**src/rtl/fps_pkg.sv**
```systemverilog
package fps_pkg;
  typedef enum logic {
    FPS_CLEAR = 1'b0,
    FPS_FAULT = 1'b1
  } fps_state_e;

  function automatic int unsigned fps_cnt_width(input int unsigned len);
    return (len < 2) ? 1 : $clog2(len);
  endfunction
endpackage

```
**src/rtl/fps_rise_detect.sv**
```systemverilog
module fps_rise_detect (
  input  logic clk,
  input  logic rst_n,
  input  logic level_i,
  output logic rise_o
);
  logic level_q;

  always_ff @(posedge clk or negedge rst_n) begin
    if (!rst_n) level_q <= 1'b0;
    else        level_q <= level_i;
  end

  assign rise_o = level_i & ~level_q;
endmodule

```
**src/rtl/fps_stretcher.sv**
```systemverilog
module fps_stretcher #(
  parameter int unsigned HOLD_LEN = 9
) (
  input  logic clk,
  input  logic rst_n,
  input  logic level_i,
  input  logic rise_i,
  output logic cond_o,
  output logic [fps_pkg::fps_cnt_width(HOLD_LEN)-1:0] cnt_o
);
  localparam int unsigned CW = fps_pkg::fps_cnt_width(HOLD_LEN);
  localparam logic [CW-1:0] LOAD = CW'(HOLD_LEN - 1);

  logic [CW-1:0] cnt_q;
  logic          hold_act;

  assign hold_act = (cnt_q != '0);

  always_ff @(posedge clk or negedge rst_n) begin
    if (!rst_n)        cnt_q <= '0;
    else if (rise_i)   cnt_q <= LOAD;
    else if (hold_act) cnt_q <= cnt_q - 1'b1;
  end

  assign cond_o = level_i | hold_act;
  assign cnt_o  = cnt_q;
endmodule

```
**src/rtl/fps_sample_reg.sv**
```systemverilog
module fps_sample_reg
  import fps_pkg::*;
(
  input  logic       clk,
  input  logic       rst_n,
  input  logic       stb_i,
  input  logic       cond_i,
  output fps_state_e state_o
);
  fps_state_e state_q;

  always_ff @(posedge clk or negedge rst_n) begin
    if (!rst_n)     state_q <= FPS_CLEAR;
    else if (stb_i) state_q <= cond_i ? FPS_FAULT : FPS_CLEAR;
  end

  assign state_o = state_q;
endmodule

```
**src/rtl/fault_status_sampler.sv**
```systemverilog
module fault_status_sampler
  import fps_pkg::*;
#(
  parameter int unsigned SAMPLE_PERIOD = 8
) (
  input  logic clk,
  input  logic rst_n,
  input  logic fault_i,
  input  logic sample_stb_i,
  output logic fault_n_o
);
  localparam int unsigned HOLD_LEN = SAMPLE_PERIOD + 1;
  localparam int unsigned CW       = fps_cnt_width(HOLD_LEN);

  logic          rise_w;
  logic          cond_w;
  logic [CW-1:0] cnt_w;
  fps_state_e    state_w;

  fps_rise_detect u_rise (
    .clk     (clk),
    .rst_n   (rst_n),
    .level_i (fault_i),
    .rise_o  (rise_w)
  );

  fps_stretcher #(.HOLD_LEN(HOLD_LEN)) u_hold (
    .clk     (clk),
    .rst_n   (rst_n),
    .level_i (fault_i),
    .rise_i  (rise_w),
    .cond_o  (cond_w),
    .cnt_o   (cnt_w)
  );

  fps_sample_reg u_samp (
    .clk     (clk),
    .rst_n   (rst_n),
    .stb_i   (sample_stb_i),
    .cond_i  (cond_w),
    .state_o (state_w)
  );

  assign fault_n_o = (state_w == FPS_FAULT) ? 1'b0 : 1'b1;
endmodule

```
**config.mk**
```make
export PLATFORM = sky130hd
export DESIGN_NAME = fault_status_sampler
export DESIGN_NICKNAME = d
export VERILOG_FILES = /design/src/rtl/fps_pkg.sv /design/src/rtl/fps_rise_detect.sv /design/src/rtl/fps_stretcher.sv /design/src/rtl/fps_sample_reg.sv /design/src/rtl/fault_status_sampler.sv
export SDC_FILE = /design/constraint.sdc
export NUM_CORES = 1
export LEC_CHECK = 0
export BUFFER_PORTS_ARGS = -buffer_cell sky130_fd_sc_hd__buf_2
export CORE_AREA = 2 2 39 41
export DETAILED_ROUTE_END_ITERATION = 7
export DIE_AREA = 0 0 41 43
export PLACE_DENSITY = 0.37
export SYNTH_ARGS = -nofsm -noshare
export SYNTH_HDL_FRONTEND = slang
export SYNTH_HIERARCHICAL = 1
export SYNTH_SLANG_ARGS = --single-unit
```
**constraint.sdc**
```tcl
create_clock -name clk -period 2.37 [get_ports clk]
set_input_delay 0.237 -clock clk [delete_from_list [all_inputs] [get_ports clk]]
set_output_delay 0.237 -clock clk [all_outputs]
set_load 0.05 [all_outputs]
```
---- Yosys cells after proc, flatten, opt, wreduce, memory -nomap -nowiden ----
Cells that the tools add are included.
storage, ports and cells
  register bits ........................... 6
  input port bits ......................... 4
  output and inout bits ................... 1
  word-level logic and storage cells ...... 13
cells by class
  $add $sub $neg .......................... 1
  mux-type cells .......................... 4
  bitwise gates (word level) .............. 3
  reductions and logical operators ........ 2
operators with widths
  operator                                          number
  two-way mux 4 bit                                 2
  nonzero test 4 bit                                1
  subtractor 4 x 1 -> 4 bit, second input constant  1
  two-way mux 1 bit                                 2
  nonzero test 2 bit                                1
  bitwise AND 1 bit                                 1
  NOT 1 bit                                         1
  OR 1 bit                                          1

---- Longest topological paths before layout ----
  word-level depth ........................ 3
  depth in mapped cells ................... 5
  depth with buffers taken out ............ 5

---- By module ----
The synthesis kept the hierarchy.
modules (own cells, without submodules)
  module                instances  cells an instance  area each (sq um)  sequential area each (sq um)
  fps_stretcher         1          22                 226.5              100.1
  fps_sample_reg        1          2                  40.0               25.0
  fps_rise_detect       1          2                  38.8               25.0
  fault_status_sampler  1          1                  3.8                0.0

---- Worst setup path before layout ----
No wires, ideal clock.
  kind .................................... register to register
  start point ............................. register u_hold.cnt_q[0] (netlist: u_hold/cnt_o[0])
  end point ............................... register u_hold.cnt_q[0] (netlist: u_hold/cnt_o[0])
  setup time .............................. 0.128 ns
  arrival time ............................ 1.178 ns
  data required time ...................... 2.242 ns
  path slack .............................. 1.065 ns
  cell stages (with the launch flop) ...... 5
  path buffers ............................ 0
  clock period less this slack ............ 1.305 ns
  cells stage by stage .................... dfrtp_1 -> inv_1 -> ha_1 -> nor3b_2 -> mux2_1
between the ends
  word-level cells in the longest chain between the ends .. 3
  elaborated cells on any way between the ends .. 5
  those cells by class .................... 1 x add/sub; 2 x mux; 2 x reduce/logical
RTL lines
  element                    line                 source
  from (decl)                fps_stretcher.sv:14  logic [CW-1:0] cnt_q;
  from (signal assigned)     fps_stretcher.sv:22  else if (hold_act) cnt_q <= cnt_q - 1'b1;
  subtractor 4 x 1 -> 4 bit  fps_stretcher.sv:22
  two-way mux 4 bit          fps_stretcher.sv:22
  two-way mux 4 bit          fps_stretcher.sv:21  else if (rise_i) cnt_q <= LOAD;
Several ways; a longest one is shown, not always the timed one. The select of a mux whose other input is x is not followed.
A chain may end at the register's enable or synchronous reset.

---- Worst setup path in the final report ----
  start point ............................. register u_hold.cnt_q[0] (netlist: u_hold/cnt_o[0])
  end point ............................... register u_hold.cnt_q[1] (netlist: u_hold/cnt_o[1])
Same word-level chain as after synthesis.

==> metrics.txt <==
# TYPE chip_impl_metric gauge
chip_impl_info{name="status",value="finished clean"} 1
chip_impl_metric{name="start_util",unit=""} 0.223
chip_impl_metric{name="critical_path_data_required_time",unit="ns"} 2.49
chip_impl_info{name="clock-root-buffer",value="sky130_fd_sc_hd__clkbuf_4"} 1
chip_impl_metric{name="finClkSkew",unit="ns"} 0.000450
chip_impl_metric{name="hold_viol",unit=""} 0
chip_impl_metric{name="power_density_of_the_placed_cells",unit="nW/um2"} 1150
chip_impl_metric{name="track_usage",unit=""} 0.0798
chip_impl_metric{name="totalNegativeSetupSlack",unit="ns"} 0
chip_impl_metric{name="achievable-frequency",unit="MHz"} 689
chip_impl_metric{name="reg2reg_setup_slack",unit="ns"} 0.92
chip_impl_metric{name="ir_worst_vdd",unit="mV"} 0.377
chip_impl_metric{name="numClockSinks",unit=""} 6
chip_impl_metric{name="die_area",unit="um2"} 1760
chip_impl_metric{name="place.gp.congestion",unit=""} 0.740
chip_impl_metric{name="final-instance-count-excl-fill",unit=""} 51
chip_impl_metric{name="first_pass_grt_wire_length",unit="um"} 903
chip_impl_metric{name="initial_drc_count",unit=""} 1
chip_impl_metric{name="cts_setup_buffers",unit=""} 0
chip_impl_metric{name="nFillCells",unit=""} 149
chip_impl_metric{name="insertion_delay",unit="ns"} 0.24
chip_impl_metric{name="final_max_slew_viol_count",unit=""} 0
chip_impl_metric{name="die-width",unit="um"} 41
chip_impl_metric{name="power.leakage",unit="nW"} 0.183
chip_impl_info{name="cts_tree",value="built"} 1
chip_impl_metric{name="path_max_fanout",unit=""} 5
chip_impl_metric{name="layout-drive-gt1-share",unit=""} 0.286
chip_impl_metric{name="worst_r2r_path_depth",unit=""} 4
chip_impl_info{name="worstReg2RegEnd",value="u_hold/cnt_o[1]"} 1
chip_impl_metric{name="initial_antenna_violation_count",unit=""} 0
chip_impl_info{name="rsz0062_at_grt",value="false"} 1
chip_impl_metric{name="core_box_area",unit="um2"} 1380
chip_impl_metric{name="worst_slew_pin_slew",unit="ns"} 0.265
chip_impl_metric{name="grt.overflow.total",unit=""} 0
chip_impl_info{name="hold_path_startpoint",value="fault_i"} 1
chip_impl_metric{name="dp_hpwl",unit="um"} 389
chip_impl_metric{name="synthCells",unit=""} 27
chip_impl_metric{name="post-route-period-util",unit=""} 0.612
chip_impl_metric{name="synth_sequential_area_ratio",unit=""} 0.486
chip_impl_info{name="regToRegStartpoint",value="u_hold/cnt_o[0]"} 1
chip_impl_metric{name="final-setup-viol-count",unit=""} 0
chip_impl_info{name="start_kind",value="flip-flop"} 1
chip_impl_info{name="hold_path.class",value="in -> reg"} 1
chip_impl_info{name="worst-setup-path-type",value="reg -> reg"} 1
chip_impl_metric{name="ys.warnings.count",unit=""} 6
chip_impl_metric{name="synth_cell_type_count",unit=""} 15
chip_impl_metric{name="fp-row-count",unit=""} 14
chip_impl_info{name="timing.critical_path.max_delay_family",value="flip-flops"} 1
chip_impl_metric{name="timing.slew.headroom",unit=""} 0.822
chip_impl_metric{name="critical_path.n_buffers_inverters",unit=""} 1
chip_impl_metric{name="combined_flip_flop_and_latch_cell_area",unit="um2"} 150
chip_impl_info{name="slowest_stage",value="sky130_fd_sc_hd__dfrtp_1"} 1
chip_impl_metric{name="port_buffers",unit=""} 4
chip_impl_metric{name="nets_in_the_synthesized_netlist",unit=""} 32
chip_impl_metric{name="post_synth_instance_area",unit="um2"} 309
chip_impl_metric{name="ioPinCount",unit=""} 5
chip_impl_info{name="layout.cells.most_common_list",value="sky130_fd_sc_hd__dfrtp_1, sky130_fd_sc_hd__buf_2, sky130_fd_sc_hd__inv_1, sky130_fd_sc_hd__clkbuf_4, sky130_fd_sc_hd__nor2_1"} 1
chip_impl_metric{name="path_clk_slew",unit="ns"} 0.04
chip_impl_metric{name="yosys_reg_bits",unit=""} 6
chip_impl_metric{name="viasPerCell",unit=""} 4.10
chip_impl_metric{name="detailroute.via_count",unit=""} 209
chip_impl_metric{name="max_cap_violations",unit=""} 0
chip_impl_metric{name="arrival",unit="ns"} 1.57
chip_impl_metric{name="syn_to_final_growth",unit="%"} 23.5
chip_impl_metric{name="hold_path_depth",unit=""} 1
chip_impl_metric{name="layout.nets",unit=""} 42
chip_impl_info{name="destination_of_the_worst_hold_path",value="u_rise/level_q"} 1
chip_impl_metric{name="number_of_remaining_drc_errors",unit=""} 0
chip_impl_metric{name="standard_cell_area_after_detailed_placement",unit="um2"} 349
chip_impl_metric{name="syn-mean-instance-area",unit="um2"} 11.4
chip_impl_info{name="crit_path_cell_trace",value="inv_1 > ha_1 > nor3b_2 > mux2_1"} 1
chip_impl_metric{name="cts.path.max_buffers",unit=""} 2
chip_impl_metric{name="first_global_vias",unit=""} 235
chip_impl_metric{name="detail-route-antenna-nets",unit=""} 0
chip_impl_metric{name="route.detailed.wl_per_inst",unit="um"} 9.75
chip_impl_metric{name="die_h",unit="um"} 43
chip_impl_metric{name="firstDrtPassIters",unit=""} 2
chip_impl_metric{name="final_period_minus_worst_setup_slack",unit="ns"} 1.45
chip_impl_metric{name="antenna-diode-count",unit=""} 0
chip_impl_metric{name="total_wirelength_of_the_detailed_routed_design",unit="um"} 497
chip_impl_metric{name="multiInputGateArea",unit="um2"} 148
chip_impl_metric{name="dpl.cell_count",unit=""} 47
chip_impl_info{name="layout_commonest_cell",value="sky130_fd_sc_hd__dfrtp_1"} 1
chip_impl_metric{name="timing.critical_path.slowest_cell_delay",unit="ns"} 0.41
chip_impl_metric{name="tritoncts.num_buffers",unit=""} 3
chip_impl_info{name="critPathCaptureType",value="flip-flop"} 1
chip_impl_metric{name="totalPowerFinal",unit="W"} 0.000440
chip_impl_metric{name="cts.htree.levels",unit=""} 1
chip_impl_metric{name="postLayoutCellArea",unit="um2"} 382
chip_impl_metric{name="grt_max_degree",unit=""} 7
==> worst register-to-register path: stages, from the launching register on <==
cell and delay [ns]:
sky130_fd_sc_hd__dfrtp_1 0.41, sky130_fd_sc_hd__inv_1 0.08, sky130_fd_sc_hd__ha_1 0.20, sky130_fd_sc_hd__nor3b_2 0.29, sky130_fd_sc_hd__mux2_1 0.36
==> flip-flops by register name, indices dropped and copies added (netlist names) <==
register	flops
u_hold/cnt_o	4
u_rise/level_q	1
u_samp/state_o	1
==> where the power goes <==
part           total (W)  internal [W]  leakage (nW)  switching, W
registers       0.000179      0.000140        0.0692     0.0000389
logic           0.000169     0.0000919        0.0997     0.0000767
clock network  0.0000928     0.0000572        0.0138     0.0000356
total           0.000440      0.000289         0.183      0.000151
==> metal layers <==
layer | global-route usage | vias up | wire [um]
met5 | 0 | - | 0
met4 | 0.0800 | 0 | 0
met3 | 0.0157 | 0 | 16
met2 | 0.109 | 3 | 252
met1 | 0.0951 | 99 | 228
li1 | - | 107 | -
==> synthesized netlist by cell type <==
| cell type | count | area, um2 |
|---|---|---|
| sky130_fd_sc_hd__dfrtp_1 | 6 | 150 |
| sky130_fd_sc_hd__inv_1 | 3 | 11.3 |
| sky130_fd_sc_hd__nor2_1 | 3 | 11.3 |
| sky130_fd_sc_hd__mux2_1 | 2 | 22.5 |
| sky130_fd_sc_hd__nand2b_1 | 2 | 12.5 |
| sky130_fd_sc_hd__nor2b_1 | 2 | 12.5 |
| sky130_fd_sc_hd__a211o_1 | 1 | 8.76 |
| sky130_fd_sc_hd__a21oi_1 | 1 | 5.00 |
| sky130_fd_sc_hd__ha_1 | 1 | 12.5 |
| sky130_fd_sc_hd__mux2_4 | 1 | 15.0 |
| sky130_fd_sc_hd__nand3b_1 | 1 | 7.51 |
| sky130_fd_sc_hd__nor2b_4 | 1 | 13.8 |
| sky130_fd_sc_hd__nor3_1 | 1 | 5.00 |
| sky130_fd_sc_hd__nor3b_2 | 1 | 12.5 |
| sky130_fd_sc_hd__o31a_1 | 1 | 8.76 |
==> area by class of cell <==
cell class,instances,share of cell area
Timing Repair Buffer,5,0.0787
Multi-Input combinational cell,18,0.387
Tap cell,16,0.0525
Clock buffer,3,0.0590
Sequential cell,6,0.393
Inverter,3,0.0295
==> repair_timing <==
item,in CTS,in global routing
resized for setup,0,0
hold endpoints to repair,6,0
hold buffers,1,0
==> cell families (layout without fill, tap and decap cells) <==
family                     Yosys count  in the layout  share of synthesized area
AOI/OAI and AO/OA                    3              3                     0.0729
adders and majority gates            1              1                     0.0405
buffers and inverters                3             11                     0.0364
DFF                                  6              6                      0.486
muxes                                3              3                      0.121
and+or+nand+nor                     11             11                      0.243
==> worst max-delay path by stage <==
stage | startpoint | endpoint | slack, ns | cells after the start
6_report | u_hold/cnt_o[0] | u_hold/cnt_o[1] | 0.92 | 4
5_1_grt | u_hold/cnt_o[0] | u_samp/state_o | 0.85 | 5
4_1_cts | u_hold/cnt_o[0] | u_hold/cnt_o[0] | 0.91 | 4
3_5_place_dp | u_hold/cnt_o[0] | u_hold/cnt_o[0] | 0.92 | 4
3_3_place_gp | u_hold/cnt_o[0] | u_samp/state_o | 0.97 | 5
2_1_floorplan | u_hold/cnt_o[0] | u_hold/cnt_o[0] | 1.06 | 4
==> metrics by stage <==
step           setup WS [ns]  utilization  hold slack (ns)
2_1_floorplan           1.06            -          -0.0586
3_3_place_gp           0.971        0.252           0.0687
3_5_place_dp           0.921        0.252           0.0684
4_1_cts                0.913        0.276            0.113
5_1_grt                0.846        0.276            0.132
6_report               0.919        0.276            0.127
Note: power is estimated with default switching activity, not from simulation.
